<file path="src/rtl/pcd_pkg.sv">
package pcd_pkg;
  // Field layout of the configuration word
  localparam int CFG_W   = 32;
  localparam int LO_LSB  = 0;
  localparam int LO_W    = 5;
  localparam int HI_LSB  = 27;
  localparam int HI_W    = 5;
  localparam int BYP_BIT = 26;
  localparam int CODE_W  = LO_W + HI_W;
  // One extra bit so code + 2 fits
  localparam int RATIO_W = CODE_W + 1;

  typedef logic [RATIO_W-1:0] ratio_t;

  typedef struct packed {
    logic   byp;
    ratio_t ratio;
  } div_req_t;
endpackage

</file>
<file path="src/rtl/pcd_rst_sync.sv">
module pcd_rst_sync #(
  parameter int STAGES = 2
) (
  input  logic clk,
  input  logic arst_n,
  output logic srst_n
);
  logic [STAGES-1:0] sync_q;
  logic [STAGES-1:0] sync_d;

  always_comb begin
    sync_d = {sync_q[STAGES-2:0], 1'b1};
  end

  always_ff @(posedge clk or negedge arst_n) begin
    if (!arst_n) sync_q <= '0;
    else         sync_q <= sync_d;
  end

  assign srst_n = sync_q[STAGES-1];
endmodule

</file>
<file path="src/rtl/pcd_field_unpack.sv">
module pcd_field_unpack
  import pcd_pkg::*;
#(
  parameter int W_CFG = CFG_W
) (
  input  logic [W_CFG-1:0] cfg,
  output div_req_t         req
);
  logic [CODE_W-1:0] code;

  generate
    if (HI_W > 0) begin : g_split
      assign code = {cfg[HI_LSB +: HI_W], cfg[LO_LSB +: LO_W]};
    end else begin : g_single
      assign code = cfg[LO_LSB +: LO_W];
    end
  endgenerate

  always_comb begin
    req.byp = cfg[BYP_BIT];
    if (cfg[BYP_BIT]) req.ratio = ratio_t'(1);
    else              req.ratio = ratio_t'(code) + ratio_t'(2);
  end
endmodule

</file>
<file path="src/rtl/pcd_div_core.sv">
module pcd_div_core
  import pcd_pkg::*;
(
  input  logic     clk,
  input  logic     rst_n,
  input  div_req_t req,
  output logic     en_o,
  output logic     phase_o,
  output logic     byp_o
);
  ratio_t cnt_q, cnt_d;
  ratio_t div_q, div_d;
  logic   byp_q, byp_d;
  logic   en_q,  en_d;
  logic   ph_q,  ph_d;
  logic   wrap;

  // Next-state logic
  always_comb begin
    wrap = (cnt_q == div_q - ratio_t'(1));
    if (wrap) begin
      cnt_d = '0;
      div_d = req.ratio;
      byp_d = req.byp;
    end else begin
      cnt_d = cnt_q + ratio_t'(1);
      div_d = div_q;
      byp_d = byp_q;
    end
    en_d = (cnt_d == div_d - ratio_t'(1));
    ph_d = (cnt_d < (div_d >> 1));
  end

  // State registers
  always_ff @(posedge clk or negedge rst_n) begin
    if (!rst_n) begin
      cnt_q <= '0;
      div_q <= ratio_t'(1);
      byp_q <= 1'b0;
      en_q  <= 1'b0;
      ph_q  <= 1'b0;
    end else begin
      cnt_q <= cnt_d;
      div_q <= div_d;
      byp_q <= byp_d;
      en_q  <= en_d;
      ph_q  <= ph_d;
    end
  end

  assign en_o    = en_q;
  assign phase_o = ph_q;
  assign byp_o   = byp_q;


  cnt_in_range_chk: assert property (@(posedge clk) disable iff (!rst_n)
    cnt_q < div_q);


  div_hold_chk: assert property (@(posedge clk) disable iff (!rst_n)
    (cnt_q != div_q - ratio_t'(1)) |=> ($stable(div_q) && $stable(byp_q)));


  byp_pulse_chk: assert property (@(posedge clk) disable iff (!rst_n)
    byp_q |-> en_q);


  last_low_chk: assert property (@(posedge clk) disable iff (!rst_n)
    (en_q && !byp_q) |-> !ph_q);
endmodule

</file>
<file path="src/rtl/pixclk_div_top.sv">
module pixclk_div_top
  import pcd_pkg::*;
(
  input  logic             clk_ref,
  input  logic             rst_ref_n,
  input  logic [CFG_W-1:0] cfg_word,
  output logic             pix_en,
  output logic             pix_clk
);
  logic     rst_s_n;
  div_req_t req;
  logic     phase;
  logic     byp_act;

  pcd_rst_sync #(.STAGES(2)) u_rst (
    .clk    (clk_ref),
    .arst_n (rst_ref_n),
    .srst_n (rst_s_n)
  );

  pcd_field_unpack #(.W_CFG(CFG_W)) u_unpack (
    .cfg (cfg_word),
    .req (req)
  );

  pcd_div_core u_core (
    .clk     (clk_ref),
    .rst_n   (rst_s_n),
    .req     (req),
    .en_o    (pix_en),
    .phase_o (phase),
    .byp_o   (byp_act)
  );

  // Select switches only at a rising reference edge that ends a period:
  // the divided phase is low then, and rises with the edge when leaving.
  assign pix_clk = byp_act ? clk_ref : phase;


  byp_sel_chk: assert property (@(posedge clk_ref) disable iff (!rst_s_n)
    byp_act |-> pix_en);
endmodule

</file>
<file path="config.mk">
export PLATFORM = sky130hd
export DESIGN_NAME = pixclk_div_top
export DESIGN_NICKNAME = d
export VERILOG_FILES = /design/src/rtl/pcd_pkg.sv /design/src/rtl/pcd_rst_sync.sv /design/src/rtl/pcd_field_unpack.sv /design/src/rtl/pcd_div_core.sv /design/src/rtl/pixclk_div_top.sv
export SDC_FILE = /design/constraint.sdc
export NUM_CORES = 1
export LEC_CHECK = 0
export ABC_AREA = 0
export BUFFER_PORTS_ARGS = -buffer_cell sky130_fd_sc_hd__buf_2
export CORE_MARGIN = 4
export CORE_UTILIZATION = 58
export DETAILED_ROUTE_END_ITERATION = 10
export MAX_ROUTING_LAYER = met4
export PLACE_DENSITY = 0.81
export SLEW_MARGIN = 10
export SYNTH_ARGS = -nofsm -noshare
export SYNTH_HDL_FRONTEND = slang
export SYNTH_SLANG_ARGS = --single-unit
export TNS_END_PERCENT = 20
</file>
<file path="constraint.sdc">
create_clock -name clk_ref -period 2.5 [get_ports clk_ref]
set_clock_uncertainty 0.15 [all_clocks]
set_input_delay 0.5 -clock clk_ref [delete_from_list [all_inputs] [get_ports clk_ref]]
set_output_delay 0.5 -clock clk_ref [all_outputs]
set_load 0.02 [all_outputs]
</file>
==> results.sh, run 1 <==
export IMPL_avgSynthCellArea_um2=8.685
export IMPL_dpl_cell_area_um2=3153
export IMPL_lastStage="global routing (5_1_grt)"
export IMPL_place_gp_congestion=1.022
export IMPL_synth_seq_area_share=0.2876
export IMPL_yosysTopAreaCell="dfrtp_1"
export IMPL_hpwl_mm=6.251
export IMPL_synth_most_common_cell="nor2_1"
export IMPL_port_buffers=14
export IMPL_fp_dieW_um=71.70
export IMPL_async_reset_ff_frac=1.000
export IMPL_synthCells=271
export IMPL_grt_max_degree=20
export IMPL_syn_area_um2=2354
export IMPL_ys_ff_latch=27
export IMPL_grt_util_all_layers=0.7160
export IMPL_boundaryPins=36
export IMPL_placementRows=22
export IMPL_worstEpCategory="register input"
export IMPL_syn_num_nets=318
export IMPL_synth_top_cells_by_count="28 x nor2_1, 26 x dfrtp_1, 21 x xnor2_1, 18 x inv_1"
export IMPL_grt_worst_endpoint="u_core.en_o$_DFF_PN0_/D"
export IMPL_yosys_most_used_dff="dfrtp_1"
export IMPL_die_h_um=71.70
export IMPL_start_util=0.6196
export IMPL_synth_edff_count=0
export IMPL_synthTopCellsByArea="dfrtp_1 28%, xnor2_1 7.8%, ha_1 6.9%"
export IMPL_tool_error="[ERROR GRT-0232] Routing congestion too high. Check the congestion heatmap in the GUI."
export IMPL_synth_top_area_frac=0.2764
export IMPL_status="did not finish"
export IMPL_overflow=95
export IMPL_yosysWarnings=0
export IMPL_synth_distinct_cells=58
[per-stage QoR]
| stage | hold slack (ns) | util | setup WS [ns] | TNS [ns] | std cells |
|---|---|---|---|---|---|
| floorplan | 0.05441 | - | -1.279 | -4.647 | 271 |
| detailed placement | -0.03724 | 0.8300 | -1.320 | -7.037 | 411 |
| CTS | 0.09957 | 0.9042 | -1.255 | -6.902 | 427 |
| global placement | -0.04333 | 0.8300 | -1.243 | -5.375 | 411 |
[logic make-up after synthesis]
logic type / after synthesis / synth area share
AND/OR/NAND/NOR: 107 / 0.2562
AO/OA/AOI/OAI: 44 / 0.1366
XOR/XNOR: 36 / 0.1340
buffers and inverters: 30 / 0.05529
flip-flops: 27 / 0.2876
adder cells (fa/ha/maj): 13 / 0.06911
multiplexers: 13 / 0.05954
other: 1 / 0.001593
[per-layer routing]
layer | GRT usage | GRT overflow
met5 | - | -
met1 | 0.6987 | 1
met3 | 0.4137 | 0
met2 | 0.9082 | 64
met4 | 0.8142 | 30
[repair_timing]
action / 4_1_cts
hold buffers: 2
pin swaps: 10
endpoints found under the hold margin: 8
resized for setup: 28
buffers inserted: 7
setup endpoints to repair: 23
==> inputs of run 2 (changes only) <==
--- a/config.mk
+++ b/config.mk
@@ -8,10 +8,9 @@
 export ABC_AREA = 0
 export BUFFER_PORTS_ARGS = -buffer_cell sky130_fd_sc_hd__buf_2
 export CORE_MARGIN = 4
-export CORE_UTILIZATION = 58
+export CORE_UTILIZATION = 40
 export DETAILED_ROUTE_END_ITERATION = 10
-export MAX_ROUTING_LAYER = met4
-export PLACE_DENSITY = 0.81
+export PLACE_DENSITY_LB_ADDON = 0.15
 export SLEW_MARGIN = 10
 export SYNTH_ARGS = -nofsm -noshare
 export SYNTH_HDL_FRONTEND = slang
==> run 2 against run 1 <==
The flow now finishes, with violations (setup timing). Synthesized cell count unchanged. Area after synthesis unchanged.
==> results.sh, run 2 <==
export IMPL_postLayoutCellArea_um2=3735
export IMPL_cp_data_required_time_ns=2.65
export IMPL_overflow=0
export IMPL_nFillCells=465
export IMPL_syn_area_um2=2354
export IMPL_ant_nets=0
export IMPL_worstReg2RegStart="u_core.div_q[3]"
export IMPL_drive_gt1_frac=0.4835
export IMPL_n_antenna_cell=0
export IMPL_final_nets=443
export IMPL_cts_clk_slew_worst_paths_ns=0.11
export IMPL_hold_violations=0
export IMPL_fin_crit_sh=1.520
export IMPL_drt_vias_per_instance=5.317
export IMPL_p_leak_nw=1.765
export IMPL_rr_endpoint="u_core.en_o"
export IMPL_final_common_cell="buf_4"
export IMPL_p_per_area_nw_per_um2=1147
export IMPL_vdd_drop_max_v=0.0006089
export IMPL_hold_path_class="reg -> async"
export IMPL_synth_distinct_cells=58
export IMPL_synth_seq_area_share=0.2876
export IMPL_die_area_um2=7175
export IMPL_status="finished, violations left"
export IMPL_clock_latency_ns=0.39
export IMPL_finalSetupViolations=26
export IMPL_wire_per_inst_um=17.01
export IMPL_fp_dieW_um=84.71
export IMPL_coreArea_um2=5608
export IMPL_synth_edff_count=0
export IMPL_hpwl_mm=5.839
export IMPL_instances_no_fill=467
export IMPL_place_gp_congestion=0.9456
export IMPL_async_reset_ff_frac=1.000
export IMPL_synth_most_common_cell="nor2_1"
export IMPL_placementRows=27
export IMPL_min_period_ns=3.799
export IMPL_max_cap_violations=0
export IMPL_syn_num_nets=318
export IMPL_avgSynthCellArea_um2=8.685
export IMPL_dpl_cell_area_um2=3258
export IMPL_ys_ff_latch=27
export IMPL_rsz0062_at_grt="true"
export IMPL_synth_top_cells_by_count="28 x nor2_1, 26 x dfrtp_1, 21 x xnor2_1, 18 x inv_1"
export IMPL_violations="setup timing"
export IMPL_port_buffers=14
export IMPL_rr_worst_depth=16
export IMPL_vias=2483
export IMPL_grt_util_all_layers=0.2174
export IMPL_die_h_um=84.71
export IMPL_utilization=0.6660
export IMPL_drt_iter0_markers=182
export IMPL_cp_arrival_ns=3.95
export IMPL_drtPass1Iterations=4
export IMPL_mostFrequentLayoutCells="97 x buf_4, 26 x dfrtp_1, 20 x nor2_1, 20 x xnor2_1, 16 x buf_6"
export IMPL_yosys_most_used_dff="dfrtp_1"
export IMPL_synthCells=271
export IMPL_reg2reg_slack_ns=-1.30
export IMPL_worstSetupPathType="reg -> reg"
export IMPL_slew_violations=0
export IMPL_area_delta_synth_final_pct=58.69
export IMPL_post_route_drc_count=0
export IMPL_p_total_mw=4.283
export IMPL_grt_pass1_wl_mm=12.11
export IMPL_max_freq_mhz=263.2
export IMPL_start_util=0.4197
export IMPL_boundaryPins=36
export IMPL_synth_top_area_frac=0.2764
export IMPL_crit_path_max_fanout=4
export IMPL_yosysTopAreaCell="dfrtp_1"
export IMPL_placed_cells=445
export IMPL_wirelength_mm=7.942
export IMPL_cp_end_kind="flip-flop"
export IMPL_synthTopCellsByArea="dfrtp_1 28%, xnor2_1 7.8%, ha_1 6.9%"
export IMPL_antenna_found_initial=0
export IMPL_grt_max_degree=26
export IMPL_setup_ws_ns=-1.299
export IMPL_grt_pass1_vias=2428
export IMPL_reg_largest_list="u_core.cnt_q (11), u_core.div_q (11), u_rst.sync_q (2)"
export IMPL_cts_tree="yes"
export IMPL_yosysWarnings=0
export IMPL_start_kind="flip-flop"
run 2: cell counts after synthesis:
Identical to the previous run, type by type.
run 2: how the worst max path moves through the flow:
stage                               start     endpoint  slack [ns]  cells past startpoint
after floorplan           u_core.div_q[1]  u_core.en_o       -1.28                     18
after global placement    u_core.div_q[1]  u_core.en_o       -1.27                     14
after detailed placement  u_core.div_q[3]  u_core.en_o       -1.35                     16
after CTS                 u_core.div_q[7]  u_core.en_o       -1.20                     14
after global routing      u_core.div_q[6]  u_core.en_o       -1.53                     13
final                     u_core.div_q[3]  u_core.en_o       -1.30                     16
run 2: cell families (layout without fill, tap and decap cells):
family                     after synthesis  in the layout  share of synthesized area
other                                    1              1                   0.001593
DFF                                     27             27                     0.2876
xor gates and xnor gates                36             36                     0.1340
muxes                                   13             13                    0.05954
buffers and inverters                   30            154                    0.05529
AOI/OAI and AO/OA                       44             44                     0.1366
adders and majority gates               13             13                    0.06911
and+or+nand+nor                        107            107                     0.2562
run 2: metal layers:
metal	wire, um	vias to the layer above	part of all wire	GRT usage
li1	-	1221	-	-
met1	3565	1185	0.45	0.3058
met2	3895	62	0.49	0.3459
met3	300	15	0.038	0.03042
met4	180	0	0.023	0.06475
met5	0	-	0	0
run 2: worst max-delay path: stages (launching register included):
cell	delay (ns)
dfrtp_1	0.44
buf_4	0.17
nor3_1	0.31
a21boi_0	0.25
o21bai_1	0.25
a31o_1	0.29
nand3_2	0.16
buf_6	0.13
nor2_4	0.04
a21oi_4	0.15
ha_4	0.18
nand2_4	0.05
or4_1	0.39
mux2i_1	0.18
o211a_1	0.18
o211ai_1	0.10
nor4_1	0.29
run 2: power breakdown:
part | internal, mW | leakage (nW) | switching, mW | total (mW)
Clock | 0.242 | 0.0515 | 0.215 | 0.457
Combinational | 1.61 | 1.38 | 1.50 | 3.11
Sequential | 0.594 | 0.329 | 0.125 | 0.719
run 2: cell type report:
class | count | area, um^2 | area share
Clock buffer | 7 | 87.58 | 0.02345
Clock inverter | 1 | 7.507 | 0.002010
Inverter | 18 | 67.56 | 0.01809
Multi-Input combinational cell | 214 | 1807 | 0.4838
Sequential cell | 27 | 676.9 | 0.1812
Tap cell | 72 | 90.09 | 0.02412
Timing Repair Buffer | 128 | 998.5 | 0.2673
run 2: per-stage QoR:
stage,TNS (ns),worst slack (ns),hold WS (ns)
after global placement,-6.741,-1.270,0.09281
after floorplan,-4.647,-1.279,0.05441
final,-9.460,-1.299,0.09135
after global routing,-12.30,-1.526,0.1357
after CTS,-7.072,-1.201,0.1008
after detailed placement,-6.970,-1.353,0.09057
run 2: timing repair:
| action | 4_1_cts | 5_1_grt |
|---|---|---|
| resized for setup | 27 | 36 |
| pin swaps | 12 | 20 |
| hold buffers | 1 | 0 |
| buffers inserted | 8 | 9 |
| endpoints found under the setup margin | 24 | 26 |
| gates cloned | 0 | 0 |
| endpoints found under the hold margin | 2 | 0 |
Note: power is estimated with default switching activity, not from simulation.
==> inputs of run 3 (changes only) <==
--- a/config.mk
+++ b/config.mk
@@ -6,11 +6,11 @@
 export NUM_CORES = 1
 export LEC_CHECK = 0
 export ABC_AREA = 0
-export BUFFER_PORTS_ARGS = -buffer_cell sky130_fd_sc_hd__buf_2
 export CORE_MARGIN = 4
 export CORE_UTILIZATION = 40
 export DETAILED_ROUTE_END_ITERATION = 10
-export PLACE_DENSITY_LB_ADDON = 0.15
+export DONT_BUFFER_PORTS = 1
+export PLACE_DENSITY_LB_ADDON = 0.12
 export SLEW_MARGIN = 10
 export SYNTH_ARGS = -nofsm -noshare
 export SYNTH_HDL_FRONTEND = slang
==> run 3 against run 2 <==
The flow still finishes with violations (setup timing). Sequential share of layout area increased by 0.13 points. Flip-flop and latch count stayed put. Non-clock buffer count shrank 21. Clock power shrank 4%. Highest routed layer unchanged.
==> results.sh, run 3 (synthesis gave the netlist of run 2 again) <==
export IMPL_top_usage_layer="met2"
export IMPL_slew_violations=0
export IMPL_cp_arrival_ns=3.83
export IMPL_clock_latency_ns=0.39
export IMPL_drtPass1Iterations=5
export IMPL_drt_vias_per_instance=5.567
export IMPL_p_total_mw=4.672
export IMPL_reg_largest_list="u_core.cnt_q (11), u_core.div_q (11), u_rst.sync_q (2)"
export IMPL_nFillCells=455
export IMPL_start_util=0.4197
export IMPL_post_route_drc_count=0
export IMPL_status="finished, violations left"
export IMPL_grt_max_degree=26
export IMPL_rsz0062_at_grt="true"
export IMPL_fp_dieW_um=84.71
export IMPL_overflow=0
export IMPL_use_met2=0.3609
export IMPL_place_gp_congestion=0.9121
export IMPL_crit_path_max_fanout=4
export IMPL_port_buffers=0
export IMPL_hold_path_class="in -> reg"
export IMPL_cp_end_kind="flip-flop"
export IMPL_worstSetupPathType="reg -> reg"
export IMPL_instances_no_fill=446
export IMPL_max_cap_violations=0
export IMPL_wirelength_mm=8.019
export IMPL_grt_util_all_layers=0.2219
export IMPL_start_kind="flip-flop"
export IMPL_max_freq_mhz=271.6
export IMPL_cp_data_required_time_ns=2.65
export IMPL_drive_gt1_frac=0.4652
export IMPL_die_area_um2=7175
export IMPL_p_per_area_nw_per_um2=1256
export IMPL_vias=2483
export IMPL_boundaryPins=36
export IMPL_grt_util_met1=0.2971
export IMPL_placed_cells=410
export IMPL_wire_per_inst_um=17.98
export IMPL_violations="setup timing"
export IMPL_drt_iter0_markers=162
export IMPL_cts_tree="yes"
export IMPL_grt_pass1_wl_mm=12.41
export IMPL_setup_tns_ns=-6.775
export IMPL_area_delta_synth_final_pct=58.11
export IMPL_n_antenna_cell=0
export IMPL_vdd_drop_max_v=0.0006672
export IMPL_setup_ws_ns=-1.182
export IMPL_cts_clk_slew_worst_paths_ns=0.10
export IMPL_placementRows=27
export IMPL_die_h_um=84.71
export IMPL_mostFrequentLayoutCells="90 x buf_4, 24 x dfrtp_1, 22 x nor2_1"
export IMPL_antenna_found_initial=0
export IMPL_postLayoutCellArea_um2=3721
export IMPL_final_common_cell="buf_4"
export IMPL_dpl_cell_area_um2=3030
export IMPL_fin_crit_sh=1.473
export IMPL_grt_pass1_vias=2375
export IMPL_final_nets=422
export IMPL_coreArea_um2=5608
export IMPL_p_leak_nw=1.682
export IMPL_hpwl_mm=5.734
export IMPL_hold_violations=0
export IMPL_ant_nets=0
export IMPL_gr_usage_met3=0.03238
export IMPL_min_period_ns=3.682
export IMPL_finalSetupViolations=24
==> run 3: changes by cell type in the layout (fill, tap and decap cells not counted), sizes merged <==
cell   before  now
nand3      11   12
buf       128  106
==> run 3: power by group <==
group	internal, mW	leakage (nW)	switching, mW
Sequential	0.596	0.326	0.137
Combinational	1.82	1.31	1.68
Clock	0.232	0.0476	0.206
Total	2.65	1.68	2.03
==> run 3: area by class of cell <==
cell class	instances	area (um^2)	share of cell area
multi-input combinational	215	1921	0.5161
timing repair buffer	107	873.3	0.2347
sequential	27	679.4	0.1826
tap	72	90.09	0.02421
clock buffer	6	82.58	0.02219
inverter	18	67.56	0.01816
clock inverter	1	7.507	0.002017
==> run 3: per-layer routing <==
metal  share of wire  up-vias
met4           0.028        0
met1            0.44     1224
met2            0.50       61
met3           0.037       19
met5               0        -
li1                -     1179
==> run 3: stage by stage <==
step / worst slack [ns] / hold slack [ns] / utilization
after floorplan: -1.279 / 0.05441 / -
after global placement: -1.216 / 0.05448 / 0.5404
after detailed placement: -1.333 / 0.05448 / 0.5404
after CTS: -1.170 / 0.07706 / 0.6216
after global routing: -1.432 / 0.08331 / 0.6635
final: -1.182 / 0.08119 / 0.6635
==> run 3: final timing paths <==
path,slack (ns),cells past startpoint,endpoint,startpoint
min in group asynchronous,0.09,1,u_core.cnt_q[4],u_rst.sync_q[1]
worst min register to register,0.09,1,u_core.cnt_q[4],u_rst.sync_q[1]
max in group asynchronous,1.82,1,u_core.div_q[0],u_rst.sync_q[1]
worst max-delay path,-1.18,16,u_core.en_o,u_core.div_q[1]
worst max register to register,-1.18,16,u_core.en_o,u_core.div_q[1]
worst min-delay path,0.08,2,u_core.byp_o,cfg_word[26]
==> run 3: what timing repair did <==
item | 4_1_cts | 5_1_grt
resized for setup | 50 | 30
setup endpoints to repair | 25 | 25
pin swaps | 15 | 15
endpoints found under the hold margin | 2 | 0
setup buffers | 18 | 12
hold buffers | 1 | 0
gates cloned | 1 | 0
==> run 3: critical path: stages, from the launching register on <==
cell and delay [ns]:
dfrtp_1 0.39, inv_1 0.06, ha_2 0.18, or4b_4 0.53, nor4b_4 0.23, a21oi_1 0.07
a22oi_2 0.22, buf_4 0.17, nand3_4 0.10, or3_1 0.34, and2_4 0.19, ha_4 0.17
buf_4 0.14, xnor2_1 0.21, xnor2_1 0.18, o211ai_1 0.12, nor4_1 0.17
